## src/rtl/sps_pkg.sv

```systemverilog
package sps_pkg;
  typedef enum logic [1:0] {
    PH_LOW  = 2'd0,
    PH_DATA = 2'd1,
    PH_HIGH = 2'd2
  } phase_e;

  // packed so that a cast of the 17-bit word lines up: [16] order, [15:8] data, [7:0] clock
  typedef struct packed {
    logic       msb_first;
    logic [7:0] dat;
    logic [7:0] clk;
  } wcfg_t;
endpackage

```

## src/rtl/sps_cfg_reg.sv

```systemverilog
module sps_cfg_reg
  import sps_pkg::*;
(
  input  logic        clk,
  input  logic        rst_n,
  input  logic        cfg_we,
  input  logic [16:0] cfg_word,
  input  logic [7:0]  pin_chg,
  input  logic [7:0]  pin_oe,
  input  logic        busy,
  output wcfg_t       cfg_q,
  output logic        valid_q,
  output logic        ack_q,
  output logic        err_q
);
  wcfg_t req;
  logic  legal;
  logic  take;
  logic  ack_n;
  logic  err_n;

  always_comb begin
    req   = wcfg_t'(cfg_word);
    legal = (|(req.clk & pin_chg)) && (|(req.dat & pin_chg)) &&
            (|(req.clk & pin_oe))  && (|(req.dat & pin_oe))  && !busy;
    take  = cfg_we && legal;
    ack_n = take;
    err_n = cfg_we && !legal;
  end

  always_ff @(posedge clk or negedge rst_n) begin
    if (!rst_n) begin
      ack_q <= 1'b0;
      err_q <= 1'b0;
    end else begin
      ack_q <= ack_n;
      err_q <= err_n;
    end
  end

  always_ff @(posedge clk or negedge rst_n) begin
    if (!rst_n) begin
      cfg_q   <= '0;
      valid_q <= 1'b0;
    end else if (take) begin
      cfg_q   <= req;
      valid_q <= 1'b1;
    end
  end
endmodule

```

## src/rtl/sps_step_timer.sv

```systemverilog
module sps_step_timer
  import sps_pkg::*;
#(
  parameter int PHASE_CYC = 2
) (
  input  logic   clk,
  input  logic   rst_n,
  input  logic   start,
  output logic   busy,
  output logic   enter,
  output phase_e nxt_phase,
  output logic [2:0] nxt_bit
);
  localparam int CW = (PHASE_CYC > 1) ? $clog2(PHASE_CYC) : 1;
  localparam logic [CW-1:0] CNT_LAST = CW'(PHASE_CYC - 1);

  logic          busy_q, busy_n;
  phase_e        ph_q, ph_n;
  logic [2:0]    bit_q, bit_n;
  logic [CW-1:0] cnt_q, cnt_n;
  logic          adv;
  logic          last;

  always_comb begin
    adv    = busy_q && (cnt_q == CNT_LAST);
    last   = adv && (ph_q == PH_HIGH) && (bit_q == 3'd7);
    busy_n = busy_q;
    ph_n   = ph_q;
    bit_n  = bit_q;
    cnt_n  = cnt_q;
    enter  = 1'b0;
    if (start) begin
      busy_n = 1'b1;
      ph_n   = PH_LOW;
      bit_n  = 3'd0;
      cnt_n  = '0;
      enter  = 1'b1;
    end else if (busy_q) begin
      if (adv) begin
        cnt_n = '0;
        if (last) begin
          busy_n = 1'b0;
        end else begin
          enter = 1'b1;
          case (ph_q)
            PH_LOW:  ph_n = PH_DATA;
            PH_DATA: ph_n = PH_HIGH;
            default: begin
              ph_n  = PH_LOW;
              bit_n = bit_q + 3'd1;
            end
          endcase
        end
      end else begin
        cnt_n = cnt_q + CW'(1);
      end
    end
  end

  always_ff @(posedge clk or negedge rst_n) begin
    if (!rst_n) begin
      busy_q <= 1'b0;
      ph_q   <= PH_LOW;
      bit_q  <= 3'd0;
      cnt_q  <= '0;
    end else begin
      busy_q <= busy_n;
      ph_q   <= ph_n;
      bit_q  <= bit_n;
      cnt_q  <= cnt_n;
    end
  end

  assign busy      = busy_q;
  assign nxt_phase = ph_n;
  assign nxt_bit   = bit_n;
endmodule

```

## src/rtl/sps_port_reg.sv

```systemverilog
module sps_port_reg
  import sps_pkg::*;
#(
  parameter int PORT_W = 16,
  parameter logic [PORT_W-1:0] RST_VAL = '0
) (
  input  logic              clk,
  input  logic              rst_n,
  input  logic              load_we,
  input  logic [PORT_W-1:0] load_data,
  input  logic              busy,
  input  logic              enter,
  input  phase_e            phase,
  input  logic              bit_val,
  input  logic [PORT_W-1:0] clk_m,
  input  logic [PORT_W-1:0] dat_m,
  output logic [PORT_W-1:0] port_q
);
  logic [PORT_W-1:0] port_n;
  logic              port_en;

  always_comb begin
    port_n  = port_q;
    port_en = 1'b0;
    if (enter) begin
      port_en = 1'b1;
      case (phase)
        PH_LOW:  port_n = port_q & ~clk_m;
        PH_DATA: port_n = bit_val ? (port_q | dat_m) : (port_q & ~dat_m);
        default: port_n = port_q | clk_m;
      endcase
    end else if (load_we && !busy) begin
      port_en = 1'b1;
      port_n  = load_data;
    end
  end

  always_ff @(posedge clk or negedge rst_n) begin
    if (!rst_n) begin
      port_q <= RST_VAL;
    end else if (port_en) begin
      port_q <= port_n;
    end
  end
endmodule

```

## src/rtl/serial_pin_streamer.sv

```systemverilog
module serial_pin_streamer
  import sps_pkg::*;
#(
  parameter int PORT_W    = 16,
  parameter int PHASE_CYC = 2
) (
  input  logic              clk,
  input  logic              rst_n,
  input  logic              cfg_we,
  input  logic [16:0]       cfg_word,
  input  logic [7:0]        pin_chg,
  input  logic [7:0]        pin_oe,
  input  logic              out_we,
  input  logic [PORT_W-1:0] out_wdata,
  input  logic              byte_valid,
  input  logic [7:0]        byte_data,
  output logic              byte_ready,
  output logic              busy,
  output logic              cfg_ack,
  output logic              cfg_err,
  output logic              wr_err,
  output logic [PORT_W-1:0] port_out
);
  wcfg_t             cfg;
  logic              cfg_valid;
  logic [PORT_W-1:0] clk_m;
  logic [PORT_W-1:0] dat_m;
  logic              start;
  logic              refuse;
  logic              enter;
  phase_e            nxt_phase;
  logic [2:0]        nxt_bit;
  logic [7:0]        byte_q;
  logic              bit_val;
  logic              wr_err_q;

  sps_cfg_reg u_cfg (
    .clk      (clk),
    .rst_n    (rst_n),
    .cfg_we   (cfg_we),
    .cfg_word (cfg_word),
    .pin_chg  (pin_chg),
    .pin_oe   (pin_oe),
    .busy     (busy),
    .cfg_q    (cfg),
    .valid_q  (cfg_valid),
    .ack_q    (cfg_ack),
    .err_q    (cfg_err)
  );

  always_comb begin
    clk_m   = PORT_W'(cfg.clk);
    dat_m   = PORT_W'(cfg.dat);
    start   = byte_valid && !busy && cfg_valid;
    refuse  = byte_valid && !busy && !cfg_valid;
    bit_val = cfg.msb_first ? byte_q[3'd7 - nxt_bit] : byte_q[nxt_bit];
  end

  sps_step_timer #(.PHASE_CYC(PHASE_CYC)) u_tmr (
    .clk       (clk),
    .rst_n     (rst_n),
    .start     (start),
    .busy      (busy),
    .enter     (enter),
    .nxt_phase (nxt_phase),
    .nxt_bit   (nxt_bit)
  );

  always_ff @(posedge clk or negedge rst_n) begin
    if (!rst_n) begin
      byte_q <= '0;
    end else if (start) begin
      byte_q <= byte_data;
    end
  end

  always_ff @(posedge clk or negedge rst_n) begin
    if (!rst_n) begin
      wr_err_q <= 1'b0;
    end else begin
      wr_err_q <= refuse;
    end
  end

  sps_port_reg #(.PORT_W(PORT_W)) u_port (
    .clk       (clk),
    .rst_n     (rst_n),
    .load_we   (out_we),
    .load_data (out_wdata),
    .busy      (busy),
    .enter     (enter),
    .phase     (nxt_phase),
    .bit_val   (bit_val),
    .clk_m     (clk_m),
    .dat_m     (dat_m),
    .port_q    (port_out)
  );

  assign byte_ready = !busy;
  assign wr_err     = wr_err_q;
endmodule

```

## config.mk

```make
export PLATFORM = sky130hd
export DESIGN_NAME = serial_pin_streamer
export DESIGN_NICKNAME = d
export VERILOG_FILES = /design/src/rtl/sps_pkg.sv /design/src/rtl/sps_cfg_reg.sv /design/src/rtl/sps_step_timer.sv /design/src/rtl/sps_port_reg.sv /design/src/rtl/serial_pin_streamer.sv
export SDC_FILE = /design/constraint.sdc
export NUM_CORES = 1
export LEC_CHECK = 0
export ABC_AREA = 1
export BUFFER_PORTS_ARGS = -buffer_cell sky130_fd_sc_hd__buf_2
export CAP_MARGIN = 30
export CORE_AREA = 2 2 88 90
export CTS_CLUSTER_DIAMETER = 100
export DETAILED_ROUTE_END_ITERATION = 16
export DIE_AREA = 0 0 90 92
export PLACE_DENSITY_LB_ADDON = 0.15
export SLEW_MARGIN = 20
export SYNTH_ARGS = -nofsm -noshare
export SYNTH_HDL_FRONTEND = slang
export SYNTH_SLANG_ARGS = --single-unit
```

## constraint.sdc

```tcl
create_clock -name clk -period 4.6 [get_ports clk]
set_input_delay 0.92 -clock clk [delete_from_list [all_inputs] [get_ports clk]]
set_output_delay 0.92 -clock clk [all_outputs]
set_load 0.03 [all_outputs]
```

# == Yosys cells after proc, flatten, opt, wreduce, memory -nomap -nowiden ==
# Cells that the tools add are included.
# totals
regBits,52
elab_cells,89
# classes
addsub,3
order_cmp,2
n_eq_ne,4
n_mux,31
n_bitwise,10
n_reduce_logical,26
# op_table
cell,n
2-to-1 mux 16 bit,3
bitwise AND 16 bit,2
bitwise AND 8 bit,4
NOT 8 -> 16 bit,2
bitwise OR 16 x 8 -> 16 bit,2
case mux 16 bit (2 select lines),1
OR reduction 8 bit,4
2-to-1 mux 1 bit,15
2-to-1 mux 3 bit,5
logical AND 1 bit,13
< comparator 3 x 4 -> 1 bit (second input constant),2
2-to-1 mux 2 bit,4
binary-select mux 1 bit (select 3 bit),2
== test 2 x 1 -> 1 bit (second input constant),2
zero test 2 bit,2
case mux 2 bit (2 select lines),1
nonzero test 2 bit,2
adder 3 x 1 -> 3 bit (second input constant),1
== test 3 bit (second input constant),1
zero test 1 bit,3
subtractor 3 bit (first input constant),1
== test 2 bit (second input constant),1
AND reduction 2 bit,1
OR reduction 2 bit,1
adder 1 bit (second input constant),1

# == Depth between registers and ports, before layout ==
# depth
ltp_word,14
ltp_mapped,16

# == Cells and area by module ==
# Synthesis repeated with hierarchy kept, for this count alone.
# unflattened
hier_cells,523
area_unflattened_um2,3407.0
# modules_own_cells
module,n_inst,cells_each,area_each_um2
sps_port_reg,1,257,1433.9
sps_cfg_reg,1,145,1062.3
serial_pin_streamer,1,75,539.3
sps_step_timer,1,46,371.6

# == Worst setup path before layout ==
# No wires, ideal clock.
# synth_path
path_type,input port to flip-flop
start,input port cfg_word[14]
end,register u_cfg.cfg_q[6] (netlist bit)
setup_ps,126
arrival_ps,2135
required_ps,4474
path_slack_ps,2339
stages,8
n_path_buf,1
cell_sequence,inv_1 -> o22ai_1 -> a221oi_1 -> a211oi_1 -> nand2_1 -> nor2_2 -> buf_4 -> o21ai_0
# synth_between
elab_chain_len,7
# synth_rtl
element,line,source
start: declaration,serial_pin_streamer.sv:10,"input logic [16:0] cfg_word,"
bitwise AND 8 bit,sps_cfg_reg.sv:24,legal = (|(req.clk & pin_chg)) && (|(req.dat & pin_chg)) &&
OR reduction 8 bit,sps_cfg_reg.sv:24,
logical AND 1 bit (2 in a row),sps_cfg_reg.sv:24,
logical AND 1 bit * (2 in a row),sps_cfg_reg.sv:25,(|(req.clk & pin_oe)) && (|(req.dat & pin_oe)) && !busy;
logical AND 1 bit *,sps_cfg_reg.sv:26,take = cfg_we && legal;
named net u_cfg.ack_n,sps_cfg_reg.sv:19,logic ack_n;
end signal: assignment,sps_cfg_reg.sv:46,cfg_q <= req;
end: declaration,sps_cfg_reg.sv:11,"output wcfg_t cfg_q,"
# The timed path passes the listed nets; every way through them passes the cells marked *.
# A chain may end at the register's enable or synchronous reset.

# == Final worst setup path ==
# layout_path
start,register u_tmr.bit_q[0]
end,register u_port.port_q[6]
# layout_between
elab_chain_len,13
# layout_rtl
element,line,source
start: declaration,sps_step_timer.sv:19,"logic [2:0] bit_q, bit_n;"
start signal: assignment,sps_step_timer.sv:69,bit_q <= bit_n;
adder 3 x 1 -> 3 bit / == test 3 bit (equally long branches),"sps_step_timer.sv:50, sps_step_timer.sv:26",
2-to-1 mux 3 bit / logical AND 1 bit (equally long branches),"sps_step_timer.sv:45, sps_step_timer.sv:26",
2-to-1 mux 3 bit,sps_step_timer.sv:41,if (last) begin
2-to-1 mux 3 bit,sps_step_timer.sv:39,if (adv) begin
2-to-1 mux 3 bit,sps_step_timer.sv:38,end else if (busy_q) begin
2-to-1 mux 3 bit,sps_step_timer.sv:32,if (start) begin
subtractor 3 bit,serial_pin_streamer.sv:56,bit_val = cfg.msb_first ? byte_q[3'd7 - nxt_bit] : byte_q[nxt_bit];
binary-select mux 1 bit (select 3 bit),serial_pin_streamer.sv:56,
2-to-1 mux 1 bit (not written as such),serial_pin_streamer.sv:56,
2-to-1 mux 1 bit,serial_pin_streamer.sv:56,
2-to-1 mux 16 bit,sps_port_reg.sv:29,PH_DATA: port_n = bit_val ? (port_q | dat_m) : (port_q & ~dat_m);
case mux 16 bit (2 select lines),sps_port_reg.sv:27,case (phase)
2-to-1 mux 16 bit,sps_port_reg.sv:25,if (enter) begin
end signal: assignment,sps_port_reg.sv:42,port_q <= port_n;
end: declaration,sps_port_reg.sv:17,output logic [PORT_W-1:0] port_q
# Several ways; a longest one is shown, not always the timed one. The select of a mux whose other input is x is not followed.

==> results.yml <==
sta:
  period_share: 0.5200
  rsz0062_at_grt: "false"
  worst_slew_pin_slew_ns: 0.6698
  slew_headroom: 0.5535
  fin_skew_ns: 0.01127
  finalSetupViolations: 0
  fin_tns_setup_ns: 0
  fmax_mhz: 418.1
  final.min_clock_period_ns: 2.392
  final-hold-violation-count: 0
  finalMaxSlewViolations: 0
cts:
  clock_sinks: 52
  cts.repair.resized: 0
  cts_tree: "yes"
  cts_root_buf: "clkbuf_8"
  cts_buffer_depth: 2
  insertion_delay_ns: 0.30
  h-tree-depth: 2
  ctsHoldBuffers: 0
  numCtsBuffers: 5
  cts_setup_buffers: 0
  path_clk_slew_ns: 0.09
global_routing:
  grt.overflow.total: 0
  grt_pass1_wl_um: 11810
  grt_usage: 0.1748
  antenna_found_initial: 0
  first_global_vias: 2652
  grt_max_degree: 53
power:
  p_per_area_mw_per_mm2: 423.2
  clkPwrFrac: 0.169
  internal-power_uw: 857.8
  p_leak_uw: 0.001823
  power_frac_seq: 0.431
  pwr-share-comb: 0.400
  ir_drop_uv: 203.5
  p_sw_frac: 0.4139
  power.switching_uw: 605.8
cells_and_area:
  nNetsFinal: 509
  layout_commonest_cell: "nand2_1"
  multiInputGateArea_mm2: 0.001358
  final_util: 0.4644
  diodes: 0
  final_cell_mix: "nand2_1, buf_2, dfrtp_1"
  fillerInstances: 814
  syn2layout_area_growth_pct: 21.33
  seqCellArea_mm2: 0.001301
  layout-drive-gt1-share: 0.2652
setup_path:
  crit_chain: "ha_1 > ha_1 > nand2_1 > nand2_4 > nand2_4 > nand3_4 > nand2_1 > nand3_1 > nand3_1 > nand3_1 > nand2_2 > nand2_1 > nand2_1 > nand3_1 > nand2_1 > nand3_1"
  r2r_start: "u_tmr.bit_q[0]$_DFF_PN0_"
  crit_type: "reg -> reg"
  required_ns: 4.79
  crit_fanout: 9
  end_kind: "flip-flop"
  slowest_delay_ns: 0.44
  cp_slowest_cell: "dfrtp_1"
  worstReg2RegEnd: "u_port.port_q[6]$_DFFE_PN0P_"
  crit_family: "simple AND/OR/NAND/NOR gates"
  cp-start-kind: "flip-flop"
  cp.arrival_ns: 2.58
  reg2reg_slack_ns: 2.21
  path_buf_inv: 0
  worstRegToRegCells: 16
floorplanning:
  start_util: 0.3827
  core_mm2: 0.007447
  ios: 83
  rows: 32
  fp.dieH_um: 92
  fp.dieArea_mm2: 0.008280
  die_x_um: 90
yosys:
  synth_top_family_by_area: "simple AND/OR/NAND/NOR gates"
  ys_warn_count: 0
  synth_compound_area_frac: 0.1159
  syn_area_per_cell_um2: 7.962
  synthAdderAreaFrac: 0.008780
  mappedNetlistArea_mm2: 0.002850
  synthMuxAreaShare: 0.03161
  yosysSeqAreaShare: 0.4565
  syn_inst: 358
  synth-seq-cells: 52
  synth_xor_area_frac: 0
  synth-simple-area-share: 0.3200
  ys_types: 32
  syn_nets: 422
place:
  gp_congestion: 0.8169
  numPortBuffers: 82
  dp_hpwl_um: 5304
status:
  outcome: "completed"
detailed_routing:
  wirelength_um: 6982
  num_vias: 2739
  drc: 0
  firstDrtPassIters: 4
  viasPerCell: 5.007
  wire_per_inst_um: 12.76
  drtIter0Drc: 87
  ant_nets: 0
worst_hold_path:
  min_to: "wr_err$_DFF_PN0_"
  whs_path_depth: 1
  hold_start: "u_cfg.valid_q$_DFFE_PN0P_"
  hold_class: "reg -> reg"
run:
  maxCapViolCount: 0
[sequential cells by signal, summed over array words and instances (netlist names), 2 cells and up]
register / count
u_port.port_q: 16
u_tmr.bit_q: 3
u_cfg.cfg_q: 17
u_tmr.ph_q: 2
byte_q: 8
[worst max path at each step]
stage                                  start                           end  slack (ns)  cells after the start
floorplan                       cfg_word[14]    u_cfg.cfg_q[6]$_DFFE_PN0P_        2.34                      8
global placement                cfg_word[14]    u_cfg.cfg_q[1]$_DFFE_PN0P_        1.62                      9
detailed placement              cfg_word[14]    u_cfg.cfg_q[1]$_DFFE_PN0P_        1.54                      9
CTS                             cfg_word[14]    u_cfg.cfg_q[1]$_DFFE_PN0P_        1.87                      9
global route        u_tmr.bit_q[0]$_DFF_PN0_  u_port.port_q[4]$_DFFE_PN0P_        1.95                     16
finish              u_tmr.bit_q[0]$_DFF_PN0_  u_port.port_q[6]$_DFFE_PN0P_        2.21                     16
[Yosys cell counts (all sizes together)]
cell type / number / share of area
nand2: 110 / 0.16
nor3: 2 / 0.0035
inv: 41 / 0.054
o2111ai: 1 / 0.0031
clkinv: 3 / 0.0040
nor2: 28 / 0.047
o22ai: 7 / 0.015
ha: 2 / 0.0088
a21oi: 6 / 0.014
buf: 3 / 0.0079
clkbuf: 1 / 0.0013
nand3: 44 / 0.092
o31ai: 2 / 0.0053
nand4: 8 / 0.018
a221oi: 5 / 0.015
or2: 2 / 0.0044
dfrtp: 52 / 0.46
o21ai: 29 / 0.051
mux2: 8 / 0.032
a211oi: 2 / 0.0070
a31oi: 2 / 0.0044
[logic make-up (layout without fill, tap and decap cells)]
| family | Yosys count | after routing |
|---|---|---|
| fa+ha+maj | 2 | 2 |
| mux | 8 | 8 |
| buf+inv | 48 | 135 |
| flops | 52 | 52 |
| compound gates | 54 | 54 |
| simple gates | 194 | 194 |
[per-layer routing]
layer  share of wire  global-route usage  up-vias  wire length (um)
li1                -                   -     1356                 -
met5               0                   0        -                 0
met3           0.041             0.03040       11               288
met1            0.43              0.2045     1309              2975
met2            0.52              0.3233       63              3609
met4           0.016             0.05897        0               109
[cell type report]
type                            instances  area share
Multi-Input combinational cell        258      0.3925
Clock inverter                          1    0.001447
Timing Repair Buffer                   84      0.1241
Inverter                               44     0.04776
Clock buffer                            6     0.02098
Sequential cell                        52      0.3763
Tap cell                              102     0.03690
[per-stage QoR]
step	hold WS (ns)	std cells	total power [uW]	area (um^2)	setup slack [ns]
after floorplan	0.4704	358	1051	2850	2.339
after global placement	0.4882	539	1219	3369	1.615
after detailed placement	0.4928	539	1229	3369	1.544
after CTS	0.5123	546	1481	3447	1.869
after global routing	0.5244	547	1584	3458	1.949
final	0.5051	547	1464	3458	2.208
[power groups by stage]
stage	combinational, uW	sequential (uW)	clock [uW]
after floorplan	354	697	0
after global placement	579	640	0
after detailed placement	588	641	0
after CTS	590	632	258
after global routing	662	647	275
final	586	631	247
(Power assumes the default switching activity.)
